<file path="src/rtl/scs_pkg.sv">
package scs_pkg;
  typedef enum logic [1:0] {
    PRIV_U   = 2'b00,
    PRIV_S   = 2'b01,
    PRIV_RSV = 2'b10,
    PRIV_M   = 2'b11
  } priv_e;

  typedef enum logic [1:0] {
    OP_READ  = 2'b00,
    OP_WRITE = 2'b01,
    OP_SET   = 2'b10,
    OP_CLEAR = 2'b11
  } csr_op_e;

  typedef enum logic {
    SEL_M = 1'b0,
    SEL_S = 1'b1
  } view_sel_e;

  typedef struct packed {
    logic illegal;
    logic swap;
    logic echo;
  } swap_dec_t;
endpackage

</file>
<file path="src/rtl/scs_swap_decode.sv">
module scs_swap_decode
  import scs_pkg::*;
#(
  parameter bit SUPV_EN = 1'b1
) (
  input  logic      req_i,
  input  logic      sel_i,
  input  logic [1:0] op_i,
  input  logic [1:0] priv_i,
  input  logic [1:0] mpp_i,
  input  logic      spp_i,
  output swap_dec_t dec_o
);
  priv_e   cur_priv;
  priv_e   m_prev;
  csr_op_e op_kind;
  logic    priv_ok;
  logic    op_ok;
  logic    from_other;

  assign cur_priv = priv_e'(priv_i);
  assign m_prev   = priv_e'(mpp_i);
  assign op_kind  = csr_op_e'(op_i);
  assign op_ok    = (op_kind == OP_WRITE);

  always_comb begin
    priv_ok    = 1'b0;
    from_other = 1'b0;
    if (view_sel_e'(sel_i) == SEL_M) begin
      priv_ok    = (cur_priv == PRIV_M);
      from_other = (m_prev != PRIV_M);
    end else begin
      priv_ok = SUPV_EN && ((cur_priv == PRIV_M) || (cur_priv == PRIV_S));
      // machine-mode access consults the machine previous-privilege field
      if (cur_priv == PRIV_M) from_other = (m_prev != PRIV_M);
      else                    from_other = !spp_i;
    end
  end

  always_comb begin
    dec_o.illegal = req_i && !(priv_ok && op_ok);
    dec_o.swap    = req_i && priv_ok && op_ok && from_other;
    dec_o.echo    = req_i && priv_ok && op_ok && !from_other;
  end
endmodule

</file>
<file path="src/rtl/scs_scratch_reg.sv">
module scs_scratch_reg #(
  parameter int DATA_W = 32
) (
  input  logic              clk_i,
  input  logic              rst_ni,
  input  logic              we_i,
  input  logic [DATA_W-1:0] d_i,
  output logic [DATA_W-1:0] q_o
);
  always_ff @(posedge clk_i or negedge rst_ni) begin
    if (!rst_ni)   q_o <= '0;
    else if (we_i) q_o <= d_i;
  end
endmodule

</file>
<file path="src/rtl/scratch_swap_csr.sv">
module scratch_swap_csr
  import scs_pkg::*;
#(
  parameter int DATA_W  = 32,
  parameter bit SUPV_EN = 1'b1
) (
  input  logic              clk_i,
  input  logic              rst_ni,
  input  logic              req_i,
  input  logic              sel_i,
  input  logic [1:0]        op_i,
  input  logic [1:0]        priv_i,
  input  logic [1:0]        mpp_i,
  input  logic              spp_i,
  input  logic [DATA_W-1:0] wdata_i,
  output logic [DATA_W-1:0] rdata_o,
  output logic              illegal_o,
  output logic [DATA_W-1:0] mscratch_o,
  output logic [DATA_W-1:0] sscratch_o
);
  localparam logic [DATA_W-1:0] ZERO = '0;

  swap_dec_t         dec;
  logic              we_m;
  logic              we_s;
  logic [DATA_W-1:0] old_val;

  scs_swap_decode #(.SUPV_EN(SUPV_EN)) u_dec (
    .req_i  (req_i),
    .sel_i  (sel_i),
    .op_i   (op_i),
    .priv_i (priv_i),
    .mpp_i  (mpp_i),
    .spp_i  (spp_i),
    .dec_o  (dec)
  );

  assign we_m = dec.swap && (view_sel_e'(sel_i) == SEL_M);
  assign we_s = dec.swap && (view_sel_e'(sel_i) == SEL_S);

  scs_scratch_reg #(.DATA_W(DATA_W)) u_mreg (
    .clk_i  (clk_i),
    .rst_ni (rst_ni),
    .we_i   (we_m),
    .d_i    (wdata_i),
    .q_o    (mscratch_o)
  );

  generate
    if (SUPV_EN) begin : g_supv
      scs_scratch_reg #(.DATA_W(DATA_W)) u_sreg (
        .clk_i  (clk_i),
        .rst_ni (rst_ni),
        .we_i   (we_s),
        .d_i    (wdata_i),
        .q_o    (sscratch_o)
      );
    end else begin : g_no_supv
      assign sscratch_o = ZERO;
    end
  endgenerate

  assign old_val = (view_sel_e'(sel_i) == SEL_M) ? mscratch_o : sscratch_o;

  always_comb begin
    if (dec.swap)      rdata_o = old_val;
    else if (dec.echo) rdata_o = wdata_i;
    else               rdata_o = ZERO;
  end
  assign illegal_o = dec.illegal;

  // lower-privileged access to the machine view
  assert_lower_priv_trap_R6: assert property (@(posedge clk_i) disable iff (!rst_ni)
    (req_i && !sel_i && priv_i != 2'b11) |-> illegal_o);


  assert_m_echo_R1: assert property (@(posedge clk_i) disable iff (!rst_ni)
    (req_i && !sel_i && op_i == 2'b01 && priv_i == 2'b11 && mpp_i == 2'b11)
      |-> (rdata_o == wdata_i) ##1 $stable(mscratch_o));


  assert_m_swap_R2: assert property (@(posedge clk_i) disable iff (!rst_ni)
    (req_i && !sel_i && op_i == 2'b01 && priv_i == 2'b11 && mpp_i != 2'b11)
      |=> (mscratch_o == $past(wdata_i)) && ($past(rdata_o) == $past(mscratch_o)));

  // a trapping access leaves both registers alone
  assert_illegal_no_update_R7: assert property (@(posedge clk_i) disable iff (!rst_ni)
    illegal_o |=> $stable(mscratch_o) && $stable(sscratch_o));


  assert_idle_quiet_R9: assert property (@(posedge clk_i) disable iff (!rst_ni)
    !req_i |-> (rdata_o == ZERO) && !illegal_o ##1 $stable(mscratch_o) && $stable(sscratch_o));


  assert_reset_zero_R8: assert property (@(posedge clk_i)
    !rst_ni |-> (mscratch_o == ZERO) && (sscratch_o == ZERO));
endmodule

</file>
<file path="config.mk">
export PLATFORM = sky130hd
export DESIGN_NAME = scratch_swap_csr
export DESIGN_NICKNAME = d
export VERILOG_FILES = /design/src/rtl/scs_pkg.sv /design/src/rtl/scs_swap_decode.sv /design/src/rtl/scs_scratch_reg.sv /design/src/rtl/scratch_swap_csr.sv
export SDC_FILE = /design/constraint.sdc
export NUM_CORES = 1
export LEC_CHECK = 0
export ABC_CLOCK_PERIOD_IN_PS = 1950
export BUFFER_PORTS_ARGS = -buffer_cell sky130_fd_sc_hd__buf_2
export CAP_MARGIN = 20
export CORE_MARGIN = 4
export CORE_UTILIZATION = 45
export CTS_BUF_LIST = sky130_fd_sc_hd__clkbuf_4 sky130_fd_sc_hd__clkbuf_8
export DETAILED_ROUTE_END_ITERATION = 10
export GPL_TIMING_DRIVEN = 0
export PLACE_DENSITY = 0.79
export SLEW_MARGIN = 20
export SYNTH_ARGS = -nofsm -noshare
export SYNTH_HDL_FRONTEND = slang
export SYNTH_SLANG_ARGS = --single-unit
</file>
<file path="constraint.sdc">
create_clock -name clk_i -period 1.95 [get_ports clk_i]
set_clock_uncertainty 0.1 [all_clocks]
set_input_delay 0.39 -clock clk_i [delete_from_list [all_inputs] [get_ports clk_i]]
set_output_delay 0.39 -clock clk_i [all_outputs]
set_load 0.05 [all_outputs]
</file>
## After elaboration in Yosys (flattened, before gate mapping)

Cells that the tools add are included.

- Bits in registers: 64
- Output and inout bits: 97
- Input port bits: 43

- Bitwise logic cells: 1
- Reductions and logical operators: 12
- Equal/unequal tests: 4
- Multiplexer cells: 6

Operators with widths:

| operator | count |
|---|---|
| $mux 32 | 3 |
| $logic_and 1x1->1 | 8 |
| $eq 2x1->1 const B | 2 |
| $logic_not 1->1 | 3 |
| $mux 1 | 3 |
| $eq 2x2->1 const B | 1 |
| $ne 2x2->1 const B | 1 |
| $logic_or 1x1->1 | 1 |
| $not 1->1 | 1 |

## Logic depth before layout (Yosys ltp)

- Word-level depth: 8
- Gate-level depth with buffers: 7
- Gate-level depth less buffers: 4

## By module

From an unflattened synthesis, not the netlist that was laid out.

- Cell total of the unflattened synthesis: 224
- Area total of the unflattened synthesis: 3623.5 um^2

By module, submodules not included:

| module | cells an instance | sequential area each (um^2) | area an instance (um^2) | times used |
|---|---|---|---|---|
| scs_scratch_reg | 68 | 800.8 | 1345.0 | 2 |
| scratch_swap_csr | 79 | 0.0 | 865.8 | 1 |
| scs_swap_decode | 9 | 0.0 | 67.6 | 1 |

## Worst setup path before layout

No wires, ideal clock.

- Path kind: input to output
- Start: input sel_i
- End: output rdata_o[10]
- Stages: 7
- Required time: 1.460 ns
- Arrival time: 2.654 ns
- Slack: -1.194 ns
- Cells stage by stage: buf_2 a21boi_0 mux2i_1 buf_2 buf_2 nor2_1 a211oi_1

- Cells in the longest elaborated chain, start to end: 6
- Elaborated cells between the ends (all ways): 10
- Those cells by class: mux (5); reduce/logical (5)

RTL lines:

| element | RTL line | text |
|---|---|---|
| start, declared | scratch_swap_csr.sv:10 | `input logic sel_i,` |
| $mux 1 | scs_swap_decode.sv:29 | `if (view_sel_e'(sel_i) == SEL_M) begin` |
| $logic_and 1x1->1 (2 in a row) | scs_swap_decode.sv:42, scs_swap_decode.sv:43 |  |
| $logic_and 1x1->1 | scs_swap_decode.sv:43 | `dec_o.echo = req_i && priv_ok && op_ok && !from_other;` |
| $mux 32 | scratch_swap_csr.sv:67 | `else if (dec.echo) rdata_o = wdata_i;` |
| $mux 32 (*) | scratch_swap_csr.sv:66 | `if (dec.swap) rdata_o = old_val;` |
| end, declared | scratch_swap_csr.sv:16 | `output logic [DATA_W-1:0] rdata_o,` |

Every way passes the cells marked *; elsewhere a longest branch is shown, timed or not.

## Final worst setup path

- Start: input priv_i[0]
- End: output rdata_o[4]

- Cells in the longest elaborated chain, start to end: 8
- Elaborated cells between the ends (all ways): 13
- Those cells by class: eq/ne (2); mux (5); reduce/logical (6)

RTL lines:

| element | RTL line | text |
|---|---|---|
| start, declared | scratch_swap_csr.sv:12 | `input logic [1:0] priv_i,` |
| $eq 2x2->1 or $eq 2x1->1 (tied branches) | scs_swap_decode.sv:30, scs_swap_decode.sv:33, scs_swap_decode.sv:35 |  |
| $logic_or 1x1->1 | scs_swap_decode.sv:33 | `priv_ok = SUPV_EN && ((cur_priv == PRIV_M) \|\| (cur_priv == PRIV_S));` |
| $mux 1 | scs_swap_decode.sv:29 |  |
| $logic_and 1x1->1 (2 in a row) | scs_swap_decode.sv:42, scs_swap_decode.sv:43 |  |
| $logic_and 1x1->1 | scs_swap_decode.sv:43 |  |
| $mux 32 | scratch_swap_csr.sv:67 |  |
| $mux 32 (*) | scratch_swap_csr.sv:66 |  |

Marks and branches as above.

==> results.cfg <==
[synth]
syn_avg_cell_area_um2 = 13.0
ys_types = 20
ys_seq_area_share_pct = 48.4
postSynthCellCount = 255
synth_seq_cells = 64
synth_top_area_share_pct = 48.4
syn_area_um2 = 3310
ys_warn_count = 0
synthTopCellsByArea = dfrtp_1 48%, mux2_4 14%, mux2_2 12%
syn_nets = 298
synth_top_area_cell = dfrtp_1

[worst_setup_path]
required_ns = 1.46
crit_chain = buf_8, a21boi_4, mux2i_2, buf_6, buf_8, nor2_4, a211oi_4, buf_6
max_stage_delay_ns = 0.28
critical_path_class = in -> out
path_delay_family = buffers and inverters
end_kind = output pin
slowest_stage = mux2i_2
arrival_ns = 1.75
critPathBufInv = 4
setup.worst_path.start_class = input port
cp_max_fo = 6

[floorplan]
core_area_um2 = 6980
row_count = 30
initial_core_util_pct = 47.4
die_y_um = 93.7
die_area_um2 = 8780
io_pins = 140
fp.dieW_um = 93.7

[global_routing]
grt_usage_pct = 23.0
antenna_found_initial = 0
grt_max_degree = 50
grt_first_pass_wirelength_mm = 15.4
grt_pass1_vias = 3015
grt_overflow_total = 0

[clock_tree]
ctsHtreeMaxLevel = 3
cts_buffer_depth = 2
clk_pin_slew_worst_paths_ns = 0.08
clock_latency_ns = 0.33
clock-sinks = 64
cts_buffers = 9
cts_tree = done
clockRootBuffer = clkbuf_8

[power]
power_mw = 5.49
p_leak_nw = 2.56
power.density_nw_per_um2 = 1030
irDropWorstVdd_mv = 0.619

[finish]
fin_nets = 458
final_cells = 515
n_fill_cell = 465
antenna_cells = 0
drive_gt1_share_pct = 72.8
final_common_cell = buf_2
layout_common_cells = 107 x buf_2, 64 x dfrtp_1, 39 x buf_6, 34 x mux2_2
area_growth_pct = 60.8
fin_util_pct = 76.2

[place]
dp_cells = 490
portBuffers = 138
hpwlAfterDp_mm = 6.67
gp_congestion = 0.819
pre_cts_ws_ns = -0.528

[timing]
holdWs_ns = 0.210
setup_ws_ns = -0.295
rsz0062_at_grt = true
setup_viol = 32
fin_crit_ns = 2.24
slew_headroom_pct = 77.7
tightest_slew_ns = 0.324
maxSlewViolCount = 0
hold_violations = 0
period_share_pct = 115
fmax_mhz = 446

[min_path]
hold_class = in -> reg

[route]
routed_wl_mm = 9.80
vias = 2738
drc = 0
drtIter0Drc = 55
drt.antenna.violating_nets = 0
routedWlPerCell_um = 19.0
drt_pre_antenna_iters = 4
vias_per_cell = 5.32

[run]
cap_violations = 0

[run_status]
status = finished with violations
violations = negative setup slack
[metal layers]
metal / track usage [%] / vias to the layer above / share of wire (%)
li1: - / 1223 / -
met1: 26.6 / 1409 / 40
met2: 40.4 / 88 / 52
met3: 6.09 / 18 / 5.4
met4: 9.27 / 0 / 2.4
met5: 0 / - / 0
[state kept, by name, summed over array words and instances, names as in the netlist]
signal and cells:
u_mreg.q_o 32, g_supv.u_sreg.q_o 32
[stage by stage]
step | setup TNS (ns) | instance area, um2
finish | -7.30 | 5320
CTS | -6.73 | 5300
global route | -8.75 | 5320
detailed placement | -19.66 | 4640
global placement | -17.87 | 4610
floorplan | -8.25 | 3800
[cell families after synthesis]
logic type | count (synthesis) | share of synthesized area, %
compound gates | 36 | 8.17
buf+inv | 22 | 3.75
flops | 64 | 48.4
mux | 97 | 35.2
simple gates | 36 | 4.46
[cell type report]
cell class,count,area (um2),area share [%]
multi-input combinational,169,2080,39.1
clock inverter,6,61.3,1.15
timing repair buffer,149,1070,20.0
sequential,64,1600,30.1
inverter,1,3.75,0.0706
clock buffer,9,124,2.33
tap,96,120,2.26
buffer,21,262,4.92
[synth_stat cells (all sizes together)]
cell	count
mux2i	33
inv	1
or3	1
dfrtp	64
clkbuf	3
o21ai	2
a211oi	32
mux2	64
nand3	1
nor2	32
o31a	1
a21boi	1
and4b	1
buf	18
and2	1
[repair_timing]
action | CTS | global route
endpoints found under the hold margin | 15 | 0
hold buffers | 1 | 0
cloned | 3 | 0
setup endpoints to repair | 32 | 32
buffers inserted | 5 | 1
resized for setup | 108 | 5
pin swaps | 5 | 1
[worst paths after layout]
path / from / endpoint / slack, ns / cells past startpoint
worst max-delay path: priv_i[0] / rdata_o[4] / -0.29 / 8
worst max register to register: g_supv.u_sreg.q_o[11] / g_supv.u_sreg.q_o[11] / 1.05 / 1
worst min-delay path: wdata_i[22] / u_mreg.q_o[22] / 0.21 / 2
max in group asynchronous: rst_ni / u_mreg.q_o[14] / 0.87 / 3
min in group asynchronous: rst_ni / u_mreg.q_o[16] / 0.35 / 2
worst min register to register: g_supv.u_sreg.q_o[17] / g_supv.u_sreg.q_o[17] / 0.43 / 1
[power breakdown]
part / internal (mW) / total [mW] / switching (mW)
Combinational: 0.771 / 2.52 / 1.75
Clock: 0.578 / 1.09 / 0.515
Sequential: 1.63 / 1.88 / 0.241
Total: 2.98 / 5.49 / 2.51
Power figures use the tool's default switching activity.
